File: config.mk
export PLATFORM = sky130hd
export DESIGN_NAME = aes_sbox_tower
export DESIGN_NICKNAME = d
export VERILOG_FILES = /design/src/rtl/aes_sbox_tower.sv
export SDC_FILE = /design/constraint.sdc
export NUM_CORES = 1
export LEC_CHECK = 0
export ABC_AREA = 1
export BUFFER_PORTS_ARGS = -buffer_cell sky130_fd_sc_hd__clkbuf_2
export CELL_PAD_IN_SITES_DETAIL_PLACEMENT = 1
export CELL_PAD_IN_SITES_GLOBAL_PLACEMENT = 1
export CORE_UTILIZATION = 38
export DETAILED_ROUTE_END_ITERATION = 7
export PLACE_DENSITY = 0.81
export RECOVER_POWER = 100
export REMOVE_ABC_BUFFERS = 1
export SYNTH_ARGS = -nofsm -noshare
export SYNTH_HDL_FRONTEND = slang
export SYNTH_SLANG_ARGS = --single-unit
File: constraint.sdc
create_clock -name clk -period 1.7 [get_ports clk]
set_input_delay 0.34 -clock clk [delete_from_list [all_inputs] [get_ports clk]]
set_output_delay 0.34 -clock clk [all_outputs]
set_load 0.05 [all_outputs]
File: src/rtl/aes_sbox_tower.sv
module aes_sbox_tower #(
  parameter int STAGES = 3
) (
  input  logic       clk,
  input  logic       rst,
  input  logic       din_vld,
  input  logic [7:0] din,
  output logic       dout_vld,
  output logic [7:0] dout
);
  localparam int NS = (STAGES > 3) ? 3 : ((STAGES < 0) ? 0 : STAGES);
  localparam logic [1:0] C_W = 2'b10;    // X^2 = W + X
  localparam logic [3:0] C_S = 4'b1000;  // Y^2 = W*X + Y

  function automatic logic [1:0] f4_mul(input logic [1:0] x, input logic [1:0] y);
    return {(x[1] & y[0]) ^ (x[0] & y[1]) ^ (x[1] & y[1]),
            (x[0] & y[0]) ^ (x[1] & y[1])};
  endfunction

  function automatic logic [1:0] f4_inv(input logic [1:0] x);
    return {x[1], x[0] ^ x[1]};
  endfunction

  function automatic logic [3:0] f16_mul(input logic [3:0] x, input logic [3:0] y);
    logic [1:0] hh;
    hh = f4_mul(x[3:2], y[3:2]);
    return {f4_mul(x[1:0], y[3:2]) ^ f4_mul(x[3:2], y[1:0]) ^ hh,
            f4_mul(x[1:0], y[1:0]) ^ f4_mul(hh, C_W)};
  endfunction

  function automatic logic [3:0] f16_inv(input logic [3:0] x);
    logic [1:0] nrm, ni;
    nrm = f4_mul(x[1:0], x[1:0]) ^ f4_mul(x[1:0], x[3:2]) ^
          f4_mul(f4_mul(x[3:2], x[3:2]), C_W);
    ni  = f4_inv(nrm);
    return {f4_mul(ni, x[3:2]), f4_mul(ni, x[1:0] ^ x[3:2])};
  endfunction

  function automatic logic [7:0] f256_mul(input logic [7:0] x, input logic [7:0] y);
    logic [3:0] hh;
    hh = f16_mul(x[7:4], y[7:4]);
    return {f16_mul(x[3:0], y[7:4]) ^ f16_mul(x[7:4], y[3:0]) ^ hh,
            f16_mul(x[3:0], y[3:0]) ^ f16_mul(hh, C_S)};
  endfunction

  function automatic logic [7:0] lin_map(input logic [63:0] m, input logic [7:0] x);
    logic [7:0] r;
    r = '0;
    for (int i = 0; i < 8; i++) if (x[i]) r ^= m[i*8 +: 8];
    return r;
  endfunction

  function automatic logic [63:0] find_fwd();
    logic [63:0] m;
    logic [7:0] g, g2, g3, g4, g8, pw;
    logic found;
    m = '0;
    found = 1'b0;
    for (int k = 2; k < 256; k++) begin
      g  = k[7:0];
      g2 = f256_mul(g, g);
      g3 = f256_mul(g2, g);
      g4 = f256_mul(g2, g2);
      g8 = f256_mul(g4, g4);
      if (!found && ((g8 ^ g4 ^ g3 ^ g ^ 8'h01) == 8'h00)) begin
        found = 1'b1;
        pw = 8'h01;
        for (int i = 0; i < 8; i++) begin
          m[i*8 +: 8] = pw;
          pw = f256_mul(pw, g);
        end
      end
    end
    return m;
  endfunction

  function automatic logic [63:0] find_bwd(input logic [63:0] fm);
    logic [63:0] m;
    m = '0;
    for (int j = 0; j < 8; j++)
      for (int k = 0; k < 256; k++)
        if (lin_map(fm, k[7:0]) == (8'h01 << j)) m[j*8 +: 8] = k[7:0];
    return m;
  endfunction

  function automatic logic [7:0] affine(input logic [7:0] b);
    return b ^ {b[6:0], b[7]} ^ {b[5:0], b[7:6]} ^ {b[4:0], b[7:5]} ^
           {b[3:0], b[7:4]} ^ 8'h63;
  endfunction

  localparam logic [63:0] FWD = find_fwd();
  localparam logic [63:0] BWD = find_bwd(FWD);

  // level 0: basis change and 4-bit norm
  logic [7:0] t0;
  logic [3:0] n0;
  assign t0 = lin_map(FWD, din);
  assign n0 = f16_mul(t0[3:0], t0[3:0]) ^ f16_mul(t0[3:0], t0[7:4]) ^
              f16_mul(f16_mul(t0[7:4], t0[7:4]), C_S);

  logic       v1;
  logic [7:0] t1;
  logic [3:0] n1;
  generate
    if (NS > 0) begin : g_cut0
      always_ff @(posedge clk) begin
        v1 <= rst ? 1'b0 : din_vld;
        t1 <= t0;
        n1 <= n0;
      end
    end else begin : g_pass0
      assign v1 = din_vld;
      assign t1 = t0;
      assign n1 = n0;
    end
  endgenerate

  // level 1: 4-bit inversion of the norm
  logic [3:0] ni1;
  assign ni1 = f16_inv(n1);

  logic       v2;
  logic [7:0] t2;
  logic [3:0] ni2;
  generate
    if (NS > 1) begin : g_cut1
      always_ff @(posedge clk) begin
        v2  <= rst ? 1'b0 : v1;
        t2  <= t1;
        ni2 <= ni1;
      end
    end else begin : g_pass1
      assign v2  = v1;
      assign t2  = t1;
      assign ni2 = ni1;
    end
  endgenerate

  // level 2: inverse, back-map, affine
  logic [7:0] inv2, sb2;
  assign inv2 = {f16_mul(ni2, t2[7:4]), f16_mul(ni2, t2[3:0] ^ t2[7:4])};
  assign sb2  = affine(lin_map(BWD, inv2));

  generate
    if (NS > 2) begin : g_cut2
      always_ff @(posedge clk) begin
        dout_vld <= rst ? 1'b0 : v2;
        dout     <= sb2;
      end
    end else begin : g_pass2
      assign dout_vld = v2;
      assign dout     = sb2;
    end
  endgenerate

  AST_MAP_ROUNDTRIP: assert property (@(posedge clk) disable iff (rst)
    din_vld |-> (lin_map(BWD, lin_map(FWD, din)) == din));
  AST_INV_IDENTITY: assert property (@(posedge clk) disable iff (rst)
    (v2 && t2 != 8'h00) |-> (f256_mul(t2, inv2) == 8'h01));
  AST_ZERO_INV: assert property (@(posedge clk) disable iff (rst)
    (v2 && t2 == 8'h00) |-> (inv2 == 8'h00));
  AST_OUT_KNOWN: assert property (@(posedge clk) disable iff (rst)
    dout_vld |-> !$isunknown(dout));

  generate
    if (NS > 0) begin : g_lat_chk
      logic [1:0] since_rst;
      always_ff @(posedge clk)
        if (rst) since_rst <= 2'd0;
        else if (since_rst != 2'd3) since_rst <= since_rst + 2'd1;
      AST_VALID_LATENCY: assert property (@(posedge clk) disable iff (rst)
        (since_rst >= 2'(NS)) |-> (dout_vld == $past(din_vld, NS)));
      AST_RESET_CLEARS: assert property (@(posedge clk)
        $past(rst) |-> !dout_vld);
    end
  endgenerate
endmodule

==> results.json, run 1 <==
{
  "placement_rows": 30,
  "yosys_most_used_dff": "dfxtp_1",
  "port-buffer-count": 19,
  "synth_commonest_cells": "nand2_1 (194), nand3_1 (64), inv_1 (58)",
  "place_worst_setup_slack_ns": -0.5066,
  "synth_top_cell_area_share_pct": 26.42,
  "groute.usage.overall_pct": 74.16,
  "gp_congestion": 0.8575,
  "synth-edff-count": 0,
  "number_of_hold_repair_buffers_added_at_the_cts_stage": 0,
  "lastStage": "global routing (5_1_grt)",
  "synth_warnings": 0,
  "stop_error": "[ERROR GRT-0232] Routing congestion too high. Check the congestion heatmap in the GUI.",
  "cts_num_sinks": 35,
  "dpl.hpwl_um": 7188,
  "die_w_um": 87.17,
  "initial_utilization_pct": 39.91,
  "clk_path_buf_depth": 2,
  "fp.dieH_um": 87.17,
  "synth_cell_type_count": 21,
  "clockRootBuffer": "clkbuf_8",
  "ios": 20,
  "cts_buffers": 5,
  "run_status": "aborted with a tool error",
  "placedInstanceArea_mm2": 0.003510,
  "crit_endpoint": "dout[5]$_DFF_P_/D",
  "post_synthesis_instance_area_mm2": 0.002756,
  "postSynthRegisterBits": 35,
  "grt_max_degree": 14,
  "worst_path_end_type": "register data pin",
  "synth.yosys.seq_area_share_pct": 25.42,
  "syn-mean-instance-area_um2": 6.071,
  "clock_tree.htree_level_count": 2,
  "post-synth-top-area-cell": "nand2_1",
  "post_synth_main_area_contributors": "nand2_1 (26%), dfxtp_1 (25%), nand3_1 (12%)",
  "netlist_instances": 454,
  "synth_most_common_cell": "nand2_1",
  "synth_async_sr_flop_share_pct": 0,
  "overflow": 171
}
per-stage QoR:
| stage | hold WS (ns) | cells |
|---|---|---|
| after global placement | 0.3106 | 638 |
| after floorplan | 0.3096 | 451 |
| after CTS | 0.2150 | 657 |
| after detailed placement | 0.3136 | 638 |
logic make-up after synthesis:
kind of cell               synth area share [%]
AOI/OAI and AO/OA                         1.543
and+or+nand+nor                           45.48
buffers and inverters                     8.579
xor gates and xnor gates                  18.07
DFF                                       25.42
adders and majority gates                0.9077
timing repair:
item | in CTS
pin swaps | 46
gates cloned | 1
buffers inserted | 11
setup endpoints to repair | 13
gates resized for setup | 119
routing by layer:
metal	track usage, %	overflow
met1	68.86	5
met2	98.57	97
met3	50.33	0
met4	89.87	69
met5	1.399	0
==> inputs of run 2 (changes only) <==
CELL_PAD_IN_SITES_DETAIL_PLACEMENT = unset   (was 1)
CELL_PAD_IN_SITES_GLOBAL_PLACEMENT = unset   (was 1)
CORE_UTILIZATION = 30   (was 38)
PLACE_DENSITY = unset   (was 0.81)
PLACE_DENSITY_LB_ADDON = 0.15   (was unset)
clock period = 2.2 ns   (was 1.7 ns; I/O delays follow)
==> results.json, run 2 <==
{
  "synth_cell_type_count": 21,
  "timing.critical_path.slowest_cell_delay_ns": 0.34,
  "endpoint_class_of_the_critical_path": "flip-flop",
  "viasPerCell": 4.377,
  "place_worst_setup_slack_ns": -0.03072,
  "die_w_um": 97.86,
  "max_slew_margin_pct": 60.41,
  "final_antenna_net_count": 0,
  "crit-reg2reg-launch": "t2[7]$_DFF_P_",
  "clk_pin_slew_ns": 0.07,
  "ios": 20,
  "critical_path_arrival_ns": 2.32,
  "overflow": 0,
  "clk_lat_worst_skew_ns": 0.29,
  "place_inst": 617,
  "most_frequent_cells_in_the_layout": "nand2_1 (177), nand3_1 (58), inv_1 (54)",
  "synth_async_sr_flop_share_pct": 0,
  "synth_commonest_cells": "nand2_1 (194), nand3_1 (64), inv_1 (58)",
  "tritoncts": "done",
  "worstPathCellList": "buf_4 > nand2_4 > nand3_1 > nand2_1 > nand3_1 > nand3_1 > nand2_1 > nand2_1 > nand2_1 > buf_4 > xor2_2 > or2_1 > nand2_1 > nand3_1 > nand2_1",
  "cts_num_sinks": 35,
  "mostFrequentLayoutCell": "nand2_1",
  "crit_type": "reg -> reg",
  "critical_path.slowest_cell": "dfxtp_2",
  "postSynthRegisterBits": 35,
  "path_delay_family": "simple AND/OR/NAND/NOR gates",
  "crit_top_cell": "nand2_1",
  "worst_clock_skew_ns": 0.007004,
  "flow.area_growth_from_synthesis_pct": 29.41,
  "cts_buffers": 5,
  "routed_wire_length_per_instance_um": 10.20,
  "fmax_mhz": 481.3,
  "failed_checks": "design-rule violations",
  "post-synth-top-area-cell": "nand2_1",
  "fin_crit_ns": 2.078,
  "worst-path-max-fanout": 4,
  "clk_path_buf_depth": 2,
  "drv_cap": 0,
  "yosys_most_used_dff": "dfxtp_1",
  "grt_max_degree": 12,
  "groute.usage.overall_pct": 13.88,
  "synth_most_common_cell": "nand2_1",
  "r2r_end": "dout[0]$_DFF_P_",
  "route.vias.total": 2753,
  "layout_top_registers": "dout x8, t1 x8, t2 x8",
  "dpl.hpwl_um": 5229,
  "core_area_mm2": 0.008806,
  "fp.dieArea_mm2": 0.009576,
  "first_pass_iters": 6,
  "worstHoldPathCells": 0,
  "antenna_cells": 0,
  "min_period_over_period_pct": 94.45,
  "first_iter_violations": 117,
  "min-delay-path-class": "reg -> reg",
  "clock_tree.htree_level_count": 2,
  "synth_top_cell_area_share_pct": 26.42,
  "wire_length_of_the_first_global_routing_pass_um": 10930,
  "placement_rows": 34,
  "instances_no_fill": 629,
  "layout_setup_ws_ns": 0.1222,
  "finalNetCount": 533,
  "antenna_violations_before_repair": 0,
  "netlist_instances": 454,
  "setup_viol": 0,
  "remaining_drc_errors": 1,
  "initial_utilization_pct": 31.30,
  "critical_path_buf_inv_count": 2,
  "utilization_pct": 40.51,
  "post_synthesis_instance_area_mm2": 0.002756,
  "reg2regPathDepth": 15,
  "synth.yosys.seq_area_share_pct": 25.42,
  "fp.dieH_um": 97.86,
  "post_synth_main_area_contributors": "nand2_1 (26%), dfxtp_1 (25%), nand3_1 (12%)",
  "final_hold_viol_count": 0,
  "wirelength_um": 6414,
  "syn-mean-instance-area_um2": 6.071,
  "cp.required_ns": 2.44,
  "first_global_vias": 2541,
  "port-buffer-count": 19,
  "synth-edff-count": 0,
  "reg2reg_slack_ns": 0.12,
  "synth_warnings": 0,
  "hp-start": "t1[2]$_DFF_P_",
  "clockRootBuffer": "clkbuf_8",
  "hold-path-endpoint": "t2[2]$_DFF_P_",
  "worst_setup_start_kind": "flip-flop",
  "slew_viol_final": 0,
  "timing_worst_slew_pin_value_ns": 0.5964,
  "run_status": "complete, but fails checks",
  "hold_slack_ns": 0.3202,
  "layout-drive-gt1-share_pct": 23.61,
  "gp_congestion": 0.8201
}
[run 2: cell counts after synthesis]
Identical to the previous run, type by type.
[run 2: cells by family after synthesis]
kind of cell             count (synthesis)  synth area share, %
flip-flops                              35                25.42
adder cells (fa/ha/maj)                  2               0.9077
AO/OA/AOI/OAI                            8                1.543
AND/OR/NAND/NOR                        297                45.48
buffers and inverters                   62                8.579
XOR/XNOR                                50                18.07
[run 2: layout make-up]
| cell class | count | area (µm²) |
|---|---|---|
| clock buffers | 5 | 68.82 |
| clock inverters | 3 | 15.01 |
| fillers | 962 | 5239 |
| inverters | 59 | 221.5 |
| multi-input cells | 357 | 1999 |
| flip-flops and latches | 35 | 714.4 |
| well taps | 108 | 135.1 |
| repair buffers | 62 | 412.9 |
[run 2: metrics by stage]
step                      TNS (ns)  instance area, µm²
after global routing      -0.07797                3567
after global placement    -0.08086                3277
after CTS                        0                3362
final                            0                3567
after detailed placement  -0.03072                3277
after floorplan                  0                2741
[run 2: timing repair]
item	4_1_cts	5_1_grt
buffers inserted	0	4
gates resized for setup	1	59
setup endpoints to repair	6	7
pin swaps	0	9
hold buffers	0	0
[run 2: how the worst max path moves through the flow]
stage	startpoint	to	slack [ns]	cells after the start
floorplan	ni2[3]$_DFF_P_	dout[0]$_DFF_P_	0.29	16
global placement	ni2[2]$_DFF_P_	dout[5]$_DFF_P_	-0.02	12
detailed placement	din[3]	n1[2]$_DFF_P_	-0.03	9
CTS	t2[7]$_DFF_P_	dout[4]$_DFF_P_	0.005	16
global route	ni2[3]$_DFF_P_	dout[5]$_DFF_P_	-0.04	19
finish	t2[7]$_DFF_P_	dout[0]$_DFF_P_	0.12	15
[run 2: layer usage]
| layer | up-vias | wire length, µm | global-route usage (%) |
|---|---|---|---|
| met5 | - | 0 | 0 |
| met4 | 0 | 126 | 4.662 |
| met3 | 11 | 133 | 2.577 |
| met2 | 32 | 3014 | 23.40 |
| met1 | 1186 | 3140 | 17.77 |
| li1 | 1524 | - | - |
[run 2: worst register-to-register path, stage by stage, from the launching register on]
cell     delay (ns)
dfxtp_2        0.34
buf_4          0.14
nand2_4        0.10
nand3_1        0.13
nand2_1        0.10
nand3_1        0.11
nand3_1        0.13
nand2_1        0.07
nand2_1        0.08
nand2_1        0.09
buf_4          0.15
xor2_2         0.14
or2_1          0.25
nand2_1        0.09
nand3_1        0.06
nand2_1        0.05
Power of run 2 is left out: the tool's default activity adds up to more than one toggle a clock period on the data nets, which glitch-free logic cannot reach.
==> inputs of run 3 (changes only) <==
CTS_BUF_LIST = sky130_fd_sc_hd__clkbuf_4   (was unset)
==> results.json, run 3 (synthesis gave the netlist of run 2 again) <==
{
  "worstHoldPathCells": 3,
  "clock_tree.htree_level_count": 2,
  "die_w_um": 97.86,
  "viasPerCell": 4.333,
  "route.vias.total": 2721,
  "antenna_cells": 0,
  "mostFrequentLayoutCell": "nand2_1",
  "critical_path_arrival_ns": 2.37,
  "cts_num_sinks": 35,
  "min-delay-path-class": "in -> reg",
  "layout_top_registers": "dout x8, t1 x8, t2 x8",
  "placedInstanceArea_mm2": 0.003277,
  "hold-path-endpoint": "v1$_SDFF_PP0_",
  "clk_lat_worst_skew_ns": 0.34,
  "clk_path_buf_depth": 2,
  "endpoint_class_of_the_critical_path": "flip-flop",
  "drv_cap": 0,
  "gp_congestion": 0.8201,
  "first_iter_violations": 99,
  "worst-path-max-fanout": 4,
  "first_pass_iters": 6,
  "cp.required_ns": 2.49,
  "crit_type": "reg -> reg",
  "fp.dieArea_mm2": 0.009576,
  "tritoncts": "done",
  "groute.usage.overall_pct": 13.91,
  "most_frequent_cells_in_the_layout": "nand2_1 (175), nand3_1 (58), inv_1 (54)",
  "instances_no_fill": 628,
  "clockRootBuffer": "clkbuf_4",
  "wire_length_of_the_first_global_routing_pass_um": 10940,
  "number_of_hold_repair_buffers_added_at_the_cts_stage": 0,
  "routed_wire_length_per_instance_um": 10.15,
  "final_antenna_net_count": 0,
  "min_period_over_period_pct": 94.76,
  "failed_checks": "design-rule violations",
  "overflow": 0,
  "remaining_drc_errors": 1,
  "run_status": "complete, but fails checks",
  "timing_worst_slew_pin_value_ns": 0.5834,
  "fillerInstances": 966,
  "layout-drive-gt1-share_pct": 23.27,
  "placement_rows": 34,
  "setup_viol": 0,
  "reg2reg_slack_ns": 0.12,
  "finalNetCount": 532,
  "max_slew_margin_pct": 60.83,
  "cts_buffers": 5,
  "worstSetupStartpoint": "t2[7]$_DFF_P_",
  "port-buffer-count": 19,
  "worst_setup_start_kind": "flip-flop",
  "initial_utilization_pct": 31.30,
  "dpl.hpwl_um": 5229,
  "worst_clock_skew_ns": 0.01087,
  "r2r_end": "dout[0]$_DFF_P_",
  "place_worst_setup_slack_ns": -0.03072,
  "crit-reg2reg-launch": "t2[7]$_DFF_P_",
  "flow.area_growth_from_synthesis_pct": 27.24,
  "place_inst": 617,
  "hold_slack_ns": 0.2757,
  "core_area_mm2": 0.008806,
  "clk_pin_slew_ns": 0.12,
  "grt_max_degree": 12,
  "fin_crit_ns": 2.085,
  "final_hold_viol_count": 0,
  "finish.instance_area_mm2": 0.003507,
  "wirelength_um": 6374,
  "layout_setup_ws_ns": 0.1153,
  "fmax_mhz": 479.7,
  "slew_viol_final": 0,
  "fp.dieH_um": 97.86,
  "hp-start": "din_vld",
  "first_global_vias": 2535,
  "reg2regPathDepth": 15,
  "ios": 20,
  "antenna_violations_before_repair": 0
}
## run 3: worst max path at each step
| stage | to | slack (ns) | cells past startpoint |
|---|---|---|---|
| final | dout[0]$_DFF_P_ | 0.12 | 15 |
| after global routing | dout[0]$_DFF_P_ | -0.03 | 17 |
| after CTS | dout[3]$_DFF_P_ | 0.006 | 15 |
| after detailed placement | n1[2]$_DFF_P_ | -0.03 | 9 |
| after global placement | dout[5]$_DFF_P_ | -0.02 | 12 |
| after floorplan | dout[0]$_DFF_P_ | 0.29 | 16 |
## run 3: layout make-up
| cell class | count | area [µm²] | share of cell area [%] |
|---|---|---|---|
| Multi-Input combinational cell | 357 | 1972 | 56.23 |
| Clock inverter | 3 | 15.01 | 0.4281 |
| Clock buffer | 5 | 37.54 | 1.070 |
| Inverter | 59 | 221.5 | 6.315 |
| Timing Repair Buffer | 61 | 406.6 | 11.59 |
| Tap cell | 108 | 135.1 | 3.853 |
| Sequential cell | 35 | 719.4 | 20.51 |
## run 3: metal layers
| layer | routed length [µm] | GRT usage (%) | vias to the layer above |
|---|---|---|---|
| met3 | 135 | 2.362 | 8 |
| met5 | 0 | 0 | - |
| met4 | 75 | 3.846 | 0 |
| met2 | 3041 | 24.16 | 26 |
| li1 | - | - | 1522 |
| met1 | 3121 | 17.68 | 1165 |
## run 3: metrics by stage
step	utilization, %	TNS (ns)
after floorplan	-	0
after global placement	37.21	-0.08086
after detailed placement	37.21	-0.03072
after CTS	37.85	0
after global routing	39.83	-0.07811
final	39.83	0
## run 3: repair_timing
item,in CTS,in global routing
buffers inserted,0,3
pin swaps,0,7
setup endpoints to repair,6,7
gates resized for setup,2,58
cloned,0,0
endpoints found under the hold margin,0,0
## run 3: critical path, stage by stage, from the launching register on
cell and delay [ns]:
dfxtp_2 0.35, buf_4 0.14, nand2_4 0.10, nand3_1 0.13, nand2_1 0.10, nand3_1 0.11
nand3_1 0.13, nand2_1 0.06, nand2_1 0.08, nand2_1 0.09, buf_4 0.15, xor2_2 0.14
or2_1 0.25, nand2_1 0.09, nand3_1 0.06, nand2_1 0.05
Power of run 3 is left out for the same reason.
==> inputs of run 4 (changes only) <==
CORE_MARGIN = 2   (was unset)
clock period = 2.7 ns   (was 2.2 ns; I/O delays follow)
==> results.json, run 4 (synthesis gave the netlist of run 2 again) <==
{
  "highest-signal-layer": "met4",
  "mostFrequentLayoutCell": "nand2_1",
  "finalNetCount": 492,
  "drv_cap": 0,
  "cts_num_sinks": 35,
  "placement_rows": 34,
  "number_of_hold_repair_buffers_added_at_the_cts_stage": 0,
  "first_pass_iters": 4,
  "first_iter_violations": 130,
  "hp-start": "t1[1]$_DFF_P_",
  "layout-drive-gt1-share_pct": 6.250,
  "first_global_vias": 2380,
  "gp_congestion": 0.8187,
  "met3RoutedLength_um": 228,
  "slew_viol_final": 0,
  "cts_buffers": 5,
  "reg2reg_slack_ns": 0.39,
  "worstHoldPathCells": 0,
  "post-cts-setup-buffer-count": 0,
  "min_period_over_period_pct": 85.61,
  "fin_crit_ns": 2.311,
  "endpoint_class_of_the_critical_path": "flip-flop",
  "worst-path-max-fanout": 9,
  "crit_type": "reg -> reg",
  "critical_path_arrival_ns": 2.56,
  "wirelength_um": 5924,
  "run_status": "finished, final reports clean",
  "wire_length_of_the_first_global_routing_pass_um": 10290,
  "crit-reg2reg-launch": "ni2[3]$_DFF_P_",
  "worstSetupStartpoint": "ni2[3]$_DFF_P_",
  "initial_utilization_pct": 31.30,
  "worst_setup_start_kind": "flip-flop",
  "rsz0062_at_grt": "false",
  "met2RoutedLength_um": 2695,
  "ios": 20,
  "setup.worst_path.end": "dout[5]$_DFF_P_",
  "wl_met1_um": 2929,
  "clk_lat_worst_skew_ns": 0.34,
  "fp.dieH_um": 99.86,
  "remaining_drc_errors": 0,
  "reg2regPathDepth": 19,
  "clock_tree.htree_level_count": 2,
  "final_antenna_net_count": 0,
  "area_used_by_multi_input_combinational_logic_mm2": 0.001794,
  "min-delay-path-class": "reg -> reg",
  "worst_clock_skew_ns": 0.01019,
  "most_frequent_cells_in_the_layout": "nand2_1 (195), nand3_1 (64), inv_1 (58)",
  "route.vias.total": 2614,
  "fmax_mhz": 432.6,
  "overflow": 0,
  "clockRootBuffer": "clkbuf_4",
  "clk_path_buf_depth": 2,
  "final_hold_viol_count": 0,
  "instances_no_fill": 588,
  "cp.required_ns": 2.95,
  "routed_wire_length_per_instance_um": 10.07,
  "tritoncts": "done",
  "fp.dieArea_mm2": 0.009971,
  "clk_pin_slew_ns": 0.11,
  "antenna_violations_before_repair": 0,
  "dpl.hpwl_um": 4986,
  "setup_total_negative_slack_ns": 0,
  "antenna_cells": 0,
  "grt_max_degree": 12,
  "register_area_um2": 700.7,
  "fillerInstances": 974,
  "layout_top_registers": "dout x8, t1 x8, t2 x8",
  "core_area_mm2": 0.008806,
  "r2r_end": "dout[5]$_DFF_P_",
  "max_slew_margin_pct": 60.61,
  "timing_worst_slew_pin_value_ns": 0.5866,
  "place_inst": 580,
  "setup_viol": 0,
  "post_cts.resized_instances": 0,
  "port-buffer-count": 19,
  "groute.usage.overall_pct": 12.65,
  "flow.area_growth_from_synthesis_pct": 9.578,
  "die_w_um": 99.86,
  "viasPerCell": 4.446
}
run 4: changes by cell type in the layout (fill, tap and decap cells not counted), sizes merged:
| cell | before | now |
|---|---|---|
| buf | 41 | 2 |
| bufinv | 0 | 1 |
| clkbuf | 25 | 24 |
| clkinv | 3 | 2 |
run 4: worst min path at each step:
stage / endpoint
4_1_cts: t2[1]$_DFF_P_
5_1_grt: t2[1]$_DFF_P_
6_report: t2[1]$_DFF_P_
3_5_place_dp: t2[4]$_DFF_P_
2_1_floorplan: t2[0]$_DFF_P_
3_3_place_gp: t2[4]$_DFF_P_
run 4: cell type report:
type / instances / area share, %
Multi-Input combinational cell: 357 / 59.40
Sequential cell: 35 / 23.20
Inverter: 59 / 7.332
Tap cell: 108 / 4.474
Timing Repair Buffer: 21 / 3.065
Clock inverter: 3 / 1.284
Clock buffer: 5 / 1.243
run 4: metal layers:
| layer | up-vias | GRT usage [%] |
|---|---|---|
| li1 | 1452 | - |
| met2 | 42 | 21.83 |
| met3 | 5 | 2.368 |
| met1 | 1115 | 15.97 |
| met5 | - | 0 |
| met4 | 0 | 4.004 |
run 4: metrics by stage:
stage	hold slack (ns)	utilization (%)	setup slack (ns)	instance area, µm²
floorplan	0.3096	-	0.7116	2741
global placement	0.3114	33.92	0.3520	2987
detailed placement	0.3121	33.92	0.3344	2987
CTS	0.3314	34.78	0.3692	3063
global route	0.3392	34.30	0.05947	3020
finish	0.3355	34.30	0.3886	3020
run 4: critical path: stages (launching register included):
cell and delay (ns):
dfxtp_1 0.58, nand2_2 0.14, inv_2 0.09, nand2_1 0.09, nand2_1 0.09, nand2_2 0.10
nand2_1 0.09, nand3_1 0.10, nand2_2 0.14, nand2_1 0.08, nand2_2 0.11, inv_1 0.07
nand2_1 0.08, nand2_1 0.09, nand2_1 0.09, nand2_1 0.05, nand2_1 0.07, nand2_1 0.05
nand2_1 0.05, nand2_1 0.04
Power of run 4 is left out for the same reason.
